===== config.mk =====
export PLATFORM = sky130hd
export DESIGN_NAME = missbuf_alloc_ctrl
export DESIGN_NICKNAME = d
export VERILOG_FILES = /design/src/rtl/mbac_pkg.sv /design/src/rtl/mbac_pool.sv /design/src/rtl/mbac_busreq.sv /design/src/rtl/mbac_blkstat.sv /design/src/rtl/missbuf_alloc_ctrl.sv
export SDC_FILE = /design/constraint.sdc
export NUM_CORES = 1
export LEC_CHECK = 0
export ABC_AREA = 1
export CELL_PAD_IN_SITES_DETAIL_PLACEMENT = 2
export CELL_PAD_IN_SITES_GLOBAL_PLACEMENT = 2
export CORE_ASPECT_RATIO = 0.75
export CORE_MARGIN = 1
export CORE_UTILIZATION = 34
export DETAILED_ROUTE_END_ITERATION = 10
export GPL_TIMING_DRIVEN = 0
export PLACE_DENSITY_LB_ADDON = 0.1
export SYNTH_ARGS = -nofsm -noshare
export SYNTH_HDL_FRONTEND = slang
export SYNTH_SLANG_ARGS = --single-unit

===== constraint.sdc =====
create_clock -name clk -period 7.5 [get_ports clk]
set_input_delay 0.75 -clock clk [delete_from_list [all_inputs] [get_ports clk]]
set_output_delay 0.75 -clock clk [all_outputs]
set_load 0.01 [all_outputs]

===== src/rtl/mbac_pkg.sv =====
package mbac_pkg;
  localparam int NCAUSE = 3;
  localparam int NPOOL  = 2;
  localparam int CIDX_W = 2;

  typedef enum logic [CIDX_W-1:0] {
    CAUSE_MISS = 2'd0,
    CAUSE_WBUF = 2'd1,
    CAUSE_AUX  = 2'd2
  } cause_e;
endpackage


===== src/rtl/mbac_pool.sv =====
module mbac_pool #(
  parameter int DEPTH = 4
) (
  input  logic clk,
  input  logic rst_n,
  input  logic alloc_i,
  input  logic svc_i,
  output logic accept_o,
  output logic reject_o,
  output logic blk_set_o,
  output logic blk_clr_o,
  output logic drained_o
);
  localparam int CW = $clog2(DEPTH + 1);

  logic [CW-1:0] cnt_q, cnt_d;
  logic          full_q, svc_eff, cnt_en;

  always_comb begin
    full_q    = (cnt_q == CW'(DEPTH));
    svc_eff   = svc_i && (cnt_q != '0);
    accept_o  = alloc_i && !full_q;
    reject_o  = alloc_i && full_q;
    cnt_d     = cnt_q + CW'(accept_o) - CW'(svc_eff);
    cnt_en    = accept_o || svc_eff;
    blk_set_o = accept_o && (cnt_d == CW'(DEPTH));
    blk_clr_o = svc_eff && full_q && (cnt_d != CW'(DEPTH));
    drained_o = svc_eff && (cnt_d == '0);
  end

  always_ff @(posedge clk or negedge rst_n) begin
    if (!rst_n)      cnt_q <= '0;
    else if (cnt_en) cnt_q <= cnt_d;
  end

  assert_occ_bound_R4: assert property (@(posedge clk) disable iff (!rst_n)
    cnt_q <= CW'(DEPTH));
  assert_reject_keeps_R4: assert property (@(posedge clk) disable iff (!rst_n)
    (alloc_i && full_q && !svc_i) |=> $stable(cnt_q));
endmodule


===== src/rtl/mbac_busreq.sv =====
module mbac_busreq #(
  parameter int NC = 3
) (
  input  logic          clk,
  input  logic          rst_n,
  input  logic [NC-1:0] set_i,
  input  logic [NC-1:0] clr_i,
  input  logic          retry_i,
  output logic [NC-1:0] mask_o,
  output logic          send_o
);
  logic [NC-1:0] mask_q, mask_d;
  logic          send_q, send_d;

  always_comb begin
    mask_d = (mask_q & ~clr_i) | set_i;
    send_d = (mask_q == '0) && (mask_d != '0) && !retry_i;
  end

  always_ff @(posedge clk or negedge rst_n) begin
    if (!rst_n) begin
      mask_q <= '0;
      send_q <= 1'b0;
    end else begin
      mask_q <= mask_d;
      send_q <= send_d;
    end
  end

  assign mask_o = mask_q;
  assign send_o = send_q;

  assert_send_single_R8: assert property (@(posedge clk) disable iff (!rst_n)
    send_q |=> !send_q);
  assert_send_needs_req_R8: assert property (@(posedge clk) disable iff (!rst_n)
    send_q |-> (mask_q != '0));
endmodule


===== src/rtl/mbac_blkstat.sv =====
module mbac_blkstat #(
  parameter int NC  = 3,
  parameter int EVW = 8,
  parameter int CYW = 16
) (
  input  logic              clk,
  input  logic              rst_n,
  input  logic [NC-1:0]     set_i,
  input  logic [NC-1:0]     clr_i,
  output logic [NC-1:0]     mask_o,
  output logic              stall_o,
  output logic [NC*EVW-1:0] evt_o,
  output logic [NC*CYW-1:0] cyc_o
);
  localparam int IW = (NC > 1) ? $clog2(NC) : 1;

  logic [NC-1:0]  mask_q, mask_d;
  logic           going_on, going_off;
  logic [IW-1:0]  on_idx, off_idx;
  logic [CYW-1:0] now_q, start_q, elapsed;

  always_comb begin
    mask_d    = (mask_q & ~clr_i) | set_i;
    going_on  = (mask_q == '0) && (mask_d != '0);
    going_off = (mask_q != '0) && (mask_d == '0);
    on_idx    = '0;
    off_idx   = '0;
    for (int i = NC - 1; i >= 0; i--) begin
      if (mask_d[i]) on_idx  = IW'(i);
      if (mask_q[i]) off_idx = IW'(i);
    end
    elapsed = now_q - start_q;
  end

  always_ff @(posedge clk or negedge rst_n) begin
    if (!rst_n) begin
      mask_q  <= '0;
      now_q   <= '0;
      start_q <= '0;
    end else begin
      mask_q <= mask_d;
      now_q  <= now_q + 1'b1;
      if (going_on) start_q <= now_q;
    end
  end

  for (genvar c = 0; c < NC; c++) begin : g_cause
    logic [EVW-1:0] evt_q;
    logic [CYW-1:0] cyc_q;
    logic           evt_en, cyc_en;
    assign evt_en = going_on  && (on_idx  == IW'(c));
    assign cyc_en = going_off && (off_idx == IW'(c));
    always_ff @(posedge clk or negedge rst_n) begin
      if (!rst_n) begin
        evt_q <= '0;
        cyc_q <= '0;
      end else begin
        if (evt_en) evt_q <= evt_q + 1'b1;
        if (cyc_en) cyc_q <= cyc_q + elapsed;
      end
    end
    assign evt_o[c*EVW +: EVW] = evt_q;
    assign cyc_o[c*CYW +: CYW] = cyc_q;
  end

  assign mask_o  = mask_q;
  assign stall_o = (mask_q != '0);

  assert_evt_only_on_entry_R9: assert property (@(posedge clk) disable iff (!rst_n)
    (mask_q != '0) |=> $stable(evt_o));
  assert_cyc_only_on_exit_R10: assert property (@(posedge clk) disable iff (!rst_n)
    (mask_q == '0) |=> $stable(cyc_o));
endmodule


===== src/rtl/missbuf_alloc_ctrl.sv =====
module missbuf_alloc_ctrl
  import mbac_pkg::*;
#(
  parameter int AW         = 32,
  parameter int SW         = 8,
  parameter int BLK_BYTES  = 32,
  parameter int MISS_DEPTH = 4,
  parameter int WBUF_DEPTH = 2,
  parameter int QW         = 16,
  parameter int EVW        = 8,
  parameter int CYW        = 16,
  parameter int LMW        = 16
) (
  input  logic                  clk,
  input  logic                  rst_n,
  input  logic                  req_valid,
  input  logic [AW-1:0]         req_addr,
  input  logic [SW-1:0]         req_size,
  input  logic                  req_rd,
  input  logic                  req_wr,
  input  logic                  req_bus,
  input  logic                  svc_valid,
  input  logic                  svc_pool,
  input  logic                  tgt_full_set,
  input  logic                  tgt_full_clr,
  input  logic                  pf_req_set,
  input  logic                  pf_req_clr,
  input  logic                  mem_retry_pend,
  input  logic                  lim_load,
  input  logic [LMW-1:0]        lim_value,
  input  logic                  miss_rpt,
  output logic                  alloc_vld,
  output logic                  alloc_pool,
  output logic [AW-1:0]         alloc_addr,
  output logic [SW-1:0]         alloc_len,
  output logic [QW-1:0]         alloc_seq,
  output logic                  alloc_err,
  output logic                  stall,
  output logic [NCAUSE-1:0]     blk_mask,
  output logic [NCAUSE-1:0]     bus_mask,
  output logic                  send_strobe,
  output logic [NCAUSE*EVW-1:0] blk_evt,
  output logic [NCAUSE*CYW-1:0] blk_cyc,
  output logic                  lim_done
);
  localparam int OFFW = $clog2(BLK_BYTES);

  logic             to_wbuf;
  logic [NPOOL-1:0] p_alloc, p_svc, p_acc, p_rej, p_bset, p_bclr, p_drain;
  logic             any_acc, any_rej;
  logic [AW-1:0]    addr_d;
  logic [SW-1:0]    len_d;

  logic             vld_q, err_q, pool_q, done_q, done_d;
  logic [AW-1:0]    addr_q;
  logic [SW-1:0]    len_q;
  logic [QW-1:0]    tag_q, seq_q;
  logic [LMW-1:0]   lim_q, lim_d;
  logic             lim_en;

  // write-only requests go to the write pool
  always_comb begin
    to_wbuf    = req_wr && !req_rd;
    p_alloc[0] = req_valid && !to_wbuf;
    p_alloc[1] = req_valid && to_wbuf;
    p_svc[0]   = svc_valid && !svc_pool;
    p_svc[1]   = svc_valid && svc_pool;
  end

  for (genvar p = 0; p < NPOOL; p++) begin : g_pool
    mbac_pool #(.DEPTH((p == 0) ? MISS_DEPTH : WBUF_DEPTH)) u_pool (
      .clk       (clk),
      .rst_n     (rst_n),
      .alloc_i   (p_alloc[p]),
      .svc_i     (p_svc[p]),
      .accept_o  (p_acc[p]),
      .reject_o  (p_rej[p]),
      .blk_set_o (p_bset[p]),
      .blk_clr_o (p_bclr[p]),
      .drained_o (p_drain[p])
    );
  end

  // block-aligned miss entries, raw write entries
  always_comb begin
    any_acc = |p_acc;
    any_rej = |p_rej;
    if (to_wbuf) begin
      addr_d = req_addr;
      len_d  = req_size;
    end else begin
      addr_d = {req_addr[AW-1:OFFW], OFFW'(0)};
      len_d  = SW'(BLK_BYTES);
    end
  end

  always_ff @(posedge clk or negedge rst_n) begin
    if (!rst_n) begin
      vld_q  <= 1'b0;
      err_q  <= 1'b0;
      pool_q <= 1'b0;
      addr_q <= '0;
      len_q  <= '0;
      tag_q  <= '0;
      seq_q  <= '0;
    end else begin
      vld_q <= any_acc;
      err_q <= any_rej;
      if (any_acc) begin
        pool_q <= to_wbuf;
        addr_q <= addr_d;
        len_q  <= len_d;
        tag_q  <= seq_q;
        seq_q  <= seq_q + 1'b1;
      end
    end
  end

  mbac_blkstat #(.NC(NCAUSE), .EVW(EVW), .CYW(CYW)) u_blkstat (
    .clk     (clk),
    .rst_n   (rst_n),
    .set_i   ({tgt_full_set, p_bset}),
    .clr_i   ({tgt_full_clr, p_bclr}),
    .mask_o  (blk_mask),
    .stall_o (stall),
    .evt_o   (blk_evt),
    .cyc_o   (blk_cyc)
  );

  mbac_busreq #(.NC(NCAUSE)) u_busreq (
    .clk     (clk),
    .rst_n   (rst_n),
    .set_i   ({pf_req_set, p_acc & {NPOOL{req_bus}}}),
    .clr_i   ({pf_req_clr, p_drain}),
    .retry_i (mem_retry_pend),
    .mask_o  (bus_mask),
    .send_o  (send_strobe)
  );

  // miss limit
  always_comb begin
    lim_en = lim_load || (miss_rpt && (lim_q != '0));
    lim_d  = lim_load ? lim_value : lim_q - 1'b1;
    done_d = !lim_load && miss_rpt && (lim_q == LMW'(1));
  end

  always_ff @(posedge clk or negedge rst_n) begin
    if (!rst_n) begin
      lim_q  <= '0;
      done_q <= 1'b0;
    end else begin
      done_q <= done_d;
      if (lim_en) lim_q <= lim_d;
    end
  end

  assign alloc_vld  = vld_q;
  assign alloc_err  = err_q;
  assign alloc_pool = pool_q;
  assign alloc_addr = addr_q;
  assign alloc_len  = len_q;
  assign alloc_seq  = tag_q;
  assign lim_done   = done_q;

  assert_vld_err_excl_R4: assert property (@(posedge clk) disable iff (!rst_n)
    !(vld_q && err_q));
  assert_seq_step_R3: assert property (@(posedge clk) disable iff (!rst_n)
    !any_acc |=> $stable(seq_q));
  assert_done_at_zero_R11: assert property (@(posedge clk) disable iff (!rst_n)
    done_q |-> (lim_q == '0));
endmodule


==> flow_metrics.py, run 1 <==
metrics = {
    "status": {
        "status": "finished with violations",
        "violations_in_the_final_reports": "design-rule violations",
    },
    "layout": {
        "final.fill_count": 3956,
        "nets": 1872,
        "areaGrowthSynthToFinish_pct": 29.1,
        "number_of_antenna_diodes": 0,
        "seq_area_um2": 5200,
        "stdcell_area_um2": 15700,
        "post_route_cells_drive_above_1_share_pct": 5.94,
        "highest_count_cells_in_the_layout_ignoring_fill_and_taps": "nand2_1 (451), dfrtp_1 (208), clkdlybuf4s50_1 (208)",
        "multiInputGateArea_um2": 6220,
        "layout.cells.most_common": "nand2_1",
    },
    "drt": {
        "drt.antenna.violating_nets": 0,
        "detailroute.via_count": 11000,
        "route.detailed.vias_per_inst": 5.04,
        "dr.pass1.iters": 7,
        "dr.first_iter.drc_count": 460,
        "drc_errors": 6,
        "drt-wirelength-per-cell_um": 19.3,
        "route.final.wire_length_um": 42200,
    },
    "clock_network": {
        "cts_repair_resize_count": 0,
        "cts-hold-fix-buffers": 0,
        "root_driver": "clkbuf_16",
        "postCtsSetupRepairBufs": 0,
        "cts_num_sinks": 208,
        "count_of_h_tree_levels_built_during_cts": 1,
        "cts_max_path_buffers": 3,
        "tritoncts_clock_tree": "yes",
        "tritoncts.num_buffers": 25,
        "cts.clk_slew.worst_paths_ps": 60,
        "worstSkewPairLatency_ps": 550,
    },
    "logic_synthesis": {
        "synth.top_cell.area_share_pct": 42.8,
        "sequential_element_share_of_the_synthesized_area_pct": 42.8,
        "netlist_top_cells_area": "dfrtp_1 (43%), nand2_1 (14%), ha_1 (8.1%), inv_1 (4.5%), xor2_1 (4.1%)",
        "yosysUniqueCellTypes": 51,
        "post_synth_instance_area_um2": 12200,
        "yosysWarningCount": 0,
        "postSynth.topFlopCell": "dfrtp_1",
        "post_synth_inst_count": 1480,
        "synth_async_sr_flop_share_pct": 100,
        "synth_nets": 1635,
        "syn-mean-instance-area_um2": 8.22,
        "synth_enable_flop_cells": 0,
        "synth_area_leader_cell": "dfrtp_1",
        "flops_latches_synth": 208,
    },
    "floorplanning": {
        "die_x_um": 220,
        "placeableCoreArea_um2": 35000,
        "dieArea_um2": 36500,
        "starting_density_pct": 34.8,
        "num_rows": 59,
        "num_io_pins": 211,
        "dieHeight_um": 166,
    },
    "timing": {
        "setup_viol_count_final": 0,
        "least_margin_pin_slew_ps": 929,
        "min_period_over_period_pct": 59.7,
        "maxSlewHeadroom_pct": 37.9,
        "final.min_clock_period_ps": 4470,
        "finalHoldViolCount": 0,
        "fin_skew_ps": 13.8,
        "rsz0062_at_grt": "no",
        "drv_slew": 0,
        "timing.fmax_mhz": 224,
    },
    "global_route": {
        "grt_max_degree": 111,
        "first_pass_grt_wire_length_um": 68900,
        "grt_util_all_layers_pct": 23.8,
        "antenna_found_initial": 1,
        "globalRouteOverflowTotal": 0,
        "grt_pass1_vias": 12500,
    },
    "setup_path": {
        "critical_path.startpoint_type": "flip-flop",
        "critPathKind": "flip-flop to flip-flop",
        "critical_path_required_ps": 7990,
        "total_buffers_and_inverters_traversed_by_the_critical_path": 3,
        "worst_r2r_src": "u_blkstat.now_q[0]",
        "critical_path.top_delay_family": "simple AND/OR/NAND/NOR gates",
        "critical_path.max_stage_delay_ps": 690,
        "endpoint_kind": "flip-flop",
        "worst_path_max_fanout": 6,
        "cpMostUsedCell": "nand2_1",
        "critical-path-slowest-cell": "xor2_1",
        "worst-endpoint-arrival_ps": 4960,
        "r2r_slack_ps": 3030,
        "ff2ff_path_depth": 25,
        "rr_endpoint": "u_blkstat.g_cause[1].cyc_q[15]",
    },
    "placed_design": {
        "io_buffers": 209,
        "routabilityCongestion": 0.838,
        "place_area_um2": 14900,
        "place.detailed.hpwl_um": 32300,
    },
    "power_and_ir_drop": {
        "worst_ir_drop_vdd_mv": 0.167,
        "power.total_mw": 6.19,
        "power_per_cell_area_nw_per_um2": 394,
        "power.leakage_nw": 7.76,
    },
    "job": {
        "drv_cap": 0,
    },
    "hold_path": {
        "worstHoldPathType": "input pin to asynchronous set/reset pin",
    },
}
[area by class of cell]
cell class	instances	area share (%)
plain buffers	26	1.04
clock buffers	32	4.34
repair buffers	210	13.5
well taps	457	3.64
multi-input cells	1095	39.6
inverters	151	3.64
flip-flops and latches	208	33.1
clock inverters	12	1.02
[cells by family (layout without fill, tap and decap cells)]
logic type,after synthesis,after routing,synth area share (%)
XOR/XNOR,99,99,7.13
AND/OR/NAND/NOR,718,718,25.0
buffers and inverters,177,431,6.05
AO/OA/AOI/OAI,194,194,10.1
flip-flops,208,208,42.8
adder cells (fa/ha/maj),84,84,8.95
[flip-flops by register name, summed over array words and instances (netlist names), 8 cells and up]
register and flops:
alloc_addr 32, alloc_len 8, alloc_seq 16, lim_q 16
seq_q 16, u_blkstat.g_cause.cyc_q 48, u_blkstat.g_cause.evt_q 24, u_blkstat.now_q 16
u_blkstat.start_q 16
[worst max-delay path by stage]
stage / from / endpoint / slack [ps] / depth (start not counted)
detailed placement: u_blkstat.now_q[0] / u_blkstat.g_cause[1].cyc_q[15] / 2960 / 25
global route: u_blkstat.now_q[0] / u_blkstat.g_cause[1].cyc_q[15] / 2620 / 25
global placement: rst_n / alloc_addr[19] / -3950 / 1
CTS: u_blkstat.now_q[0] / u_blkstat.g_cause[1].cyc_q[15] / 2930 / 25
finish: u_blkstat.now_q[0] / u_blkstat.g_cause[1].cyc_q[15] / 3030 / 25
floorplan: u_blkstat.now_q[0] / u_blkstat.g_cause[2].cyc_q[14] / 4180 / 21
[metrics by stage]
| stage | worst slack, ps | utilization [%] | hold slack, ps | TNS, ps | std cells |
|---|---|---|---|---|---|
| floorplan | 4180 | - | 451 | 0 | 1480 |
| global placement | -3950 | 42.4 | 452 | -817610 | 2146 |
| detailed placement | 2960 | 42.5 | 461 | 0 | 2147 |
| CTS | 2930 | 44.9 | 243 | 0 | 2191 |
| global route | 2620 | 44.9 | 261 | 0 | 2191 |
| finish | 3030 | 44.9 | 181 | 0 | 2191 |
[metal layers]
| metal | vias up | track usage, % | wire length (µm) |
|---|---|---|---|
| met1 | 5506 | 31.8 | 19600 |
| met4 | 2 | 4.68 | 811 |
| met3 | 50 | 6.17 | 2420 |
| li1 | 5304 | - | - |
| met2 | 186 | 38.6 | 19300 |
| met5 | - | 0 | 10 |
[cell usage after synthesis (7+ instances only)]
library cell	number
a21oi_1	55
clkbuf_1	10
nand2_1	451
xnor2_1	42
nand4_1	24
o21ai_1	11
o21ai_0	47
a21o_1	13
inv_1	145
xor2_1	57
a22o_1	11
nor2_1	98
nand3_1	98
dfrtp_1	208
o211ai_1	7
o21ai_2	22
a31oi_1	7
ha_1	79
nor3_1	16
[worst register-to-register path, stage by stage (launching register included)]
cell and delay [ps]:
dfrtp_1 380, inv_1 80, ha_1 220, fa_1 420
inv_1 70, nand3_1 60, nand2_1 150, nand2_1 70
nand2_1 60, o21ai_0 170, o21ai_0 320, nand2_1 110
nand2_1 90, xor2_1 690, ha_1 430, nand2_1 80
inv_1 90, nand2_1 80, nand2_1 60, nand2_1 90
nand2_1 50, a21oi_1 250, nand3_1 160, nand3_1 120
nand2_1 50, nand2_1 50
[where the power goes]
group	internal (mW)	switching (mW)	total, mW
registers	1.38	0.253	1.64
logic	1.26	2.01	3.27
clock network	0.750	0.526	1.28
No activity file was read; power rests on OpenSTA's default activity.
==> run 2: changes to the inputs <==
Settings changed: CORE_UTILIZATION 34 to 29.
Clock period 7.5 ns to 3.75 ns, I/O delays scaled along.
==> run 2 against run 1 <==
- largest power group unchanged
- global-route usage down 3.5 points
- sequential share of layout area down 0.93 points
- combinational power up 110%
- final area up 2.9%
- non-clock buffer count up 10
- setup slack worse by 2800 ps
- die area up 17%
- clock skew about the same
- the flow now finishes without violations
- sequential power up 99%
==> flow_metrics.py, run 2 (same netlist as run 1, synthesis figures left out) <==
metrics = {
    "clock_network": {
        "worstSkewPairLatency_ps": 560,
        "tritoncts_clock_tree": "yes",
        "cts_num_sinks": 208,
        "cts_max_path_buffers": 3,
        "root_driver": "clkbuf_16",
        "cts.clk_slew.worst_paths_ps": 60,
        "count_of_h_tree_levels_built_during_cts": 1,
        "tritoncts.num_buffers": 25,
    },
    "setup_path": {
        "worst_path_max_fanout": 5,
        "worst-endpoint-arrival_ps": 3940,
        "worst_r2r_src": "u_blkstat.now_q[2]",
        "r2r_slack_ps": 270,
        "ff2ff_path_depth": 13,
        "path_cells": "ha_1 -> or2_2 -> and2_1 -> xor2_1 -> ha_1 -> a21oi_1 -> nand2_1 -> a21o_1 -> nand3_1 -> nand2_1 -> or2_2 -> nand3_1 -> nand2_1",
        "critPathKind": "flip-flop to flip-flop",
        "critical_path.max_stage_delay_ps": 550,
        "cpMostUsedCell": "nand2_1",
        "critical_path_required_ps": 4210,
        "critical_path.startpoint_type": "flip-flop",
        "endpoint_kind": "flip-flop",
        "rr_endpoint": "u_blkstat.g_cause[2].cyc_q[14]",
        "critical-path-slowest-cell": "xor2_1",
    },
    "layout": {
        "largest_register_by_flop_count": "u_blkstat.g_cause.cyc_q",
        "layout.cells.most_common": "nand2_1",
        "highest_count_cells_in_the_layout_ignoring_fill_and_taps": "nand2_1 (444), dfrtp_1 (208), clkdlybuf4s50_1 (208)",
        "largest_register_ff_count": 48,
        "final.fill_count": 4661,
        "areaGrowthSynthToFinish_pct": 32.8,
        "nets": 1882,
        "final_core_util_pct": 39.3,
        "final_cell_count_no_fill": 2307,
        "post_route_cells_drive_above_1_share_pct": 8.48,
        "stdcell_area_um2": 16200,
        "number_of_antenna_diodes": 0,
    },
    "hold_path": {
        "hp-start": "lim_load",
        "worstHoldPathType": "input pin to flip-flop",
        "timing.hold.worst_path_depth": 3,
        "min_delay_worst_endpoint": "lim_q[10]",
    },
    "timing": {
        "timing.fmax_mhz": 287,
        "fin_skew_ps": 13.7,
        "setup_viol_count_final": 0,
        "min_period_over_period_pct": 92.9,
        "finalHoldViolCount": 0,
        "final.min_clock_period_ps": 3480,
        "holdWs_ps": 258,
        "tns_ps": 0,
        "postLayoutSetupSlackWorst_ps": 265,
        "maxSlewHeadroom_pct": 54.6,
        "least_margin_pin_slew_ps": 679,
        "drv_slew": 0,
    },
    "placed_design": {
        "place_area_um2": 15000,
        "place.detailed.hpwl_um": 32800,
        "io_buffers": 209,
        "routabilityCongestion": 0.808,
        "dp_slack_ps": -868,
        "placed_cells": 2252,
    },
    "floorplanning": {
        "dieHeight_um": 179,
        "starting_density_pct": 29.6,
        "num_io_pins": 211,
        "placeableCoreArea_um2": 41100,
        "dieArea_um2": 42800,
        "die_x_um": 239,
        "num_rows": 64,
    },
    "job": {
        "drv_cap": 0,
    },
    "global_route": {
        "grt_util_all_layers_pct": 20.2,
        "globalRouteOverflowTotal": 0,
        "grt_pass1_vias": 12100,
        "antenna_found_initial": 0,
        "grt_max_degree": 101,
        "first_pass_grt_wire_length_um": 67900,
    },
    "power_and_ir_drop": {
        "net-switching-power_mw": 5.68,
        "pwr-share-clk_pct": 20.8,
        "power_per_cell_area_nw_per_um2": 785,
        "power_frac_seq_pct": 25.7,
        "p_sw_share_pct": 44.8,
        "power.total_mw": 12.7,
        "internal_power_mw": 7.00,
        "worst_ir_drop_vdd_mv": 0.425,
        "power.leakage_nw": 7.87,
        "combinationalPowerShare_pct": 53.5,
    },
    "drt": {
        "dr.pass1.iters": 4,
        "detailroute.via_count": 11000,
        "drt.antenna.violating_nets": 0,
        "dr.first_iter.drc_count": 341,
        "drt-wirelength-per-cell_um": 18.5,
        "route.detailed.vias_per_inst": 4.77,
        "drc_errors": 0,
        "route.final.wire_length_um": 42600,
    },
    "status": {
        "status": "complete, no violations",
    },
}
==> run 2: cell types whose count changed in the layout (fill, tap and decap cells not counted), moves of 5 or more <==
cell,previous run,this run
nand2_2,2,9
xor2_1,57,50
buf_4,2,8
ha_1,79,74
xor2_2,0,5
nand2_1,451,444
==> run 2: worst max-delay path by stage <==
stage | startpoint | to | slack [ps]
2_1_floorplan | u_blkstat.now_q[0] | u_blkstat.g_cause[2].cyc_q[14] | 430
3_3_place_gp | rst_n | lim_q[2] | -7690
3_5_place_dp | u_blkstat.now_q[0] | u_blkstat.g_cause[1].cyc_q[15] | -870
4_1_cts | u_blkstat.now_q[0] | u_blkstat.g_cause[0].cyc_q[15] | 20
5_1_grt | u_blkstat.now_q[6] | u_blkstat.g_cause[2].cyc_q[15] | -30
6_report | u_blkstat.now_q[2] | u_blkstat.g_cause[2].cyc_q[14] | 270
==> run 2: routing by layer <==
| metal | share of wire (%) | GRT usage [%] | vias up |
|---|---|---|---|
| li1 | - | - | 5311 |
| met1 | 46 | 26.4 | 5475 |
| met2 | 46 | 33.7 | 185 |
| met3 | 6.1 | 5.53 | 38 |
| met4 | 1.8 | 4.06 | 0 |
| met5 | 0 | 0 | - |
==> run 2: cell type report <==
type                            instances  area [µm²]  area share, %
Timing Repair Buffer                  220        2230           13.8
Sequential cell                       208        5200           32.2
Clock inverter                         19         225           1.39
Inverter                              151         572           3.54
Buffer                                 26         164           1.01
Clock buffer                           27         643           3.98
Multi-Input combinational cell       1095        6420           39.7
Tap cell                              561         702           4.34
==> run 2: worst max-delay path, delay by kind of cell (launching register included) <==
kind / cells / cell delay, ps
adders and majority gates: 2 / 760
AOI/OAI and AO/OA: 2 / 420
DFF: 1 / 440
and+or+nand+nor: 8 / 1220
xor gates and xnor gates: 1 / 550
==> run 2: repair_timing <==
action / CTS / global route
pin swaps: 1 / 4
buffers inserted: 3 / 5
cloned: 0 / 0
hold buffers: 1 / 0
resized for setup: 19 / 24
setup endpoints to repair: 24 / 19
endpoints found under the hold margin: 51 / 0
==> run 2: power groups by stage <==
stage,combinational [mW],sequential [mW],clock [mW]
final,6.78,3.26,2.64
after global routing,7.58,3.34,2.81
after CTS,6.73,3.28,2.74
after detailed placement,6.51,3.31,0
after global placement,6.30,3.29,0
after floorplan,3.96,3.33,0
==> run 3: changes to the inputs <==
Settings changed: CAP_MARGIN from default to 20, SETUP_SLACK_MARGIN from default to 0.5, SLEW_MARGIN from default to 40.
==> run 3 against run 2 <==
- register-to-register slack better by 170 ps
- via count up 2.3%
- first-iteration DRC count is 8.8% lower
- final cell count is 1.9% higher
- wire length rose by 5.6%
- total power grew 13%
- critical path type unchanged
- critical endpoint is now u_blkstat.g_cause[2].cyc_q[15]
==> flow_metrics.py, run 3 (same netlist as run 1, synthesis figures left out) <==
metrics = {
    "status": {
        "status": "complete, no violations",
    },
    "job": {
        "drv_cap": 0,
    },
    "setup_path": {
        "critPathKind": "flip-flop to flip-flop",
        "critical_path_required_ps": 4260,
        "critical_path.startpoint_type": "flip-flop",
        "worst-endpoint-arrival_ps": 3830,
        "endpoint_kind": "flip-flop",
        "worst_path_max_fanout": 4,
    },
    "placed_design": {
        "placed_cells": 2253,
        "routabilityCongestion": 0.816,
        "io_buffers": 209,
        "place.detailed.hpwl_um": 33600,
        "dp_slack_ps": -770,
    },
    "clock_network": {
        "tritoncts_clock_tree": "yes",
        "worstSkewPairLatency_ps": 570,
        "tritoncts.num_buffers": 26,
        "count_of_h_tree_levels_built_during_cts": 1,
        "cts.clk_slew.worst_paths_ps": 70,
        "cts_num_sinks": 208,
        "cts_max_path_buffers": 3,
        "root_driver": "clkbuf_16",
    },
    "layout": {
        "nets": 1925,
        "largest_register_ff_count": 48,
        "highest_count_cells_in_the_layout_ignoring_fill_and_taps": "nand2_1 (424), clkdlybuf4s50_1 (208), dfrtp_1 (204)",
        "final_core_util_pct": 42.1,
        "layout.cells.most_common": "nand2_1",
        "areaGrowthSynthToFinish_pct": 42.1,
        "largest_register_by_flop_count": "u_blkstat.g_cause.cyc_q",
        "final_cell_count_no_fill": 2350,
        "post_route_cells_drive_above_1_share_pct": 16.2,
    },
    "floorplanning": {
        "num_rows": 64,
        "starting_density_pct": 29.6,
        "dieArea_um2": 42800,
        "die_x_um": 239,
        "placeableCoreArea_um2": 41100,
        "num_io_pins": 211,
        "dieHeight_um": 179,
    },
    "global_route": {
        "antenna_found_initial": 3,
        "grt_util_all_layers_pct": 21.0,
        "grt_max_degree": 67,
        "globalRouteOverflowTotal": 0,
        "grt_pass1_vias": 12300,
        "first_pass_grt_wire_length_um": 70000,
    },
    "drt": {
        "drt-wirelength-per-cell_um": 19.2,
        "route.detailed.vias_per_inst": 4.79,
        "dr.first_iter.drc_count": 311,
        "drc_errors": 0,
        "drt.antenna.violating_nets": 0,
        "detailroute.via_count": 11300,
        "dr.pass1.iters": 4,
        "route.final.wire_length_um": 45100,
    },
    "timing": {
        "tns_ps": 0,
        "rsz0062_at_grt": "yes",
        "final.min_clock_period_ps": 3310,
        "timing.fmax_mhz": 302,
        "drv_slew": 0,
        "finalHoldViolCount": 0,
        "holdWs_ps": 249,
        "least_margin_pin_slew_ps": 819,
        "postLayoutSetupSlackWorst_ps": 435,
        "fin_skew_ps": 14.3,
        "maxSlewHeadroom_pct": 45.1,
        "setup_viol_count_final": 0,
        "min_period_over_period_pct": 88.4,
    },
    "hold_path": {
        "worstHoldPathType": "input pin to flip-flop",
    },
    "power_and_ir_drop": {
        "worst_ir_drop_vdd_mv": 0.401,
        "power_per_cell_area_nw_per_um2": 826,
        "power.leakage_nw": 8.19,
    },
}
==> run 3: worst max-delay path: stages (launching register included) <==
cell,delay (ps)
dfrtp_1,370
inv_2,70
ha_4,170
fa_2,350
inv_2,60
nand3_2,60
nand2_2,80
nand2_2,50
nand2_2,80
o21ai_4,90
o21ai_4,170
nand2_2,100
nand2_4,90
xor2_4,160
buf_12,140
buf_8,130
ha_4,220
nand2_4,60
inv_2,50
nand2_2,70
nand2_2,80
nand2_2,90
nand2_1,60
a21oi_2,110
nand3_1,110
nand3_1,100
nand2_1,60
nand2_1,60
==> run 3: metrics by stage <==
stage          area [µm²]  total power [mW]
5_1_grt             17300              15.3
3_5_place_dp        15100              9.88
3_3_place_gp        15000              9.58
4_1_cts             16800              13.7
2_1_floorplan       12200              7.30
6_report            17300              14.3
==> run 3: final timing paths <==
path | depth (start not counted) | start | end | slack [ps]
max in group asynchronous | 4 | rst_n | lim_q[6] | 2520
worst max register to register | 27 | u_blkstat.now_q[0] | u_blkstat.g_cause[2].cyc_q[15] | 440
min in group asynchronous | 2 | rst_n | u_blkstat.g_cause[1].cyc_q[9] | 290
worst min-delay path | 3 | lim_load | lim_q[0] | 250
worst max-delay path | 27 | u_blkstat.now_q[0] | u_blkstat.g_cause[2].cyc_q[15] | 440
worst min register to register | 2 | alloc_addr[13] | alloc_addr[13] | 470
==> run 3: area by class of cell <==
type / instances / area (µm²)
flip-flops and latches: 208 / 5210
repair buffers: 262 / 2670
clock inverters: 11 / 158
plain buffers: 26 / 164
clock buffers: 35 / 744
fillers: 4508 / 23800
diodes: 1 / 2.50
well taps: 561 / 702
multi-input cells: 1095 / 7070
inverters: 151 / 577
==> run 3: metal layers <==
metal / share of wire (%) / wire length [µm] / up-vias / track usage [%]
met4: 2.3 / 1040 / 0 / 5.05
met1: 46 / 20600 / 5596 / 27.0
li1: - / - / 5398 / -
met5: 0 / 0 / - / 0
met2: 46 / 20700 / 204 / 35.0
met3: 6.1 / 2760 / 63 / 5.87
==> run 3: report_power, final <==
part,switching (mW),total (mW),internal (mW)
Clock,1.09,2.69,1.60
Sequential,0.526,3.29,2.77
Combinational,4.69,8.30,3.61
Total,6.31,14.3,7.98
==> run 3: timing repair <==
action | 4_1_cts | 5_1_grt
setup buffers | 30 | 19
pin swaps | 29 | 34
resized for setup | 101 | 79
endpoints found under the hold margin | 38 | 0
setup endpoints to repair | 44 | 81
hold buffers | 1 | 0
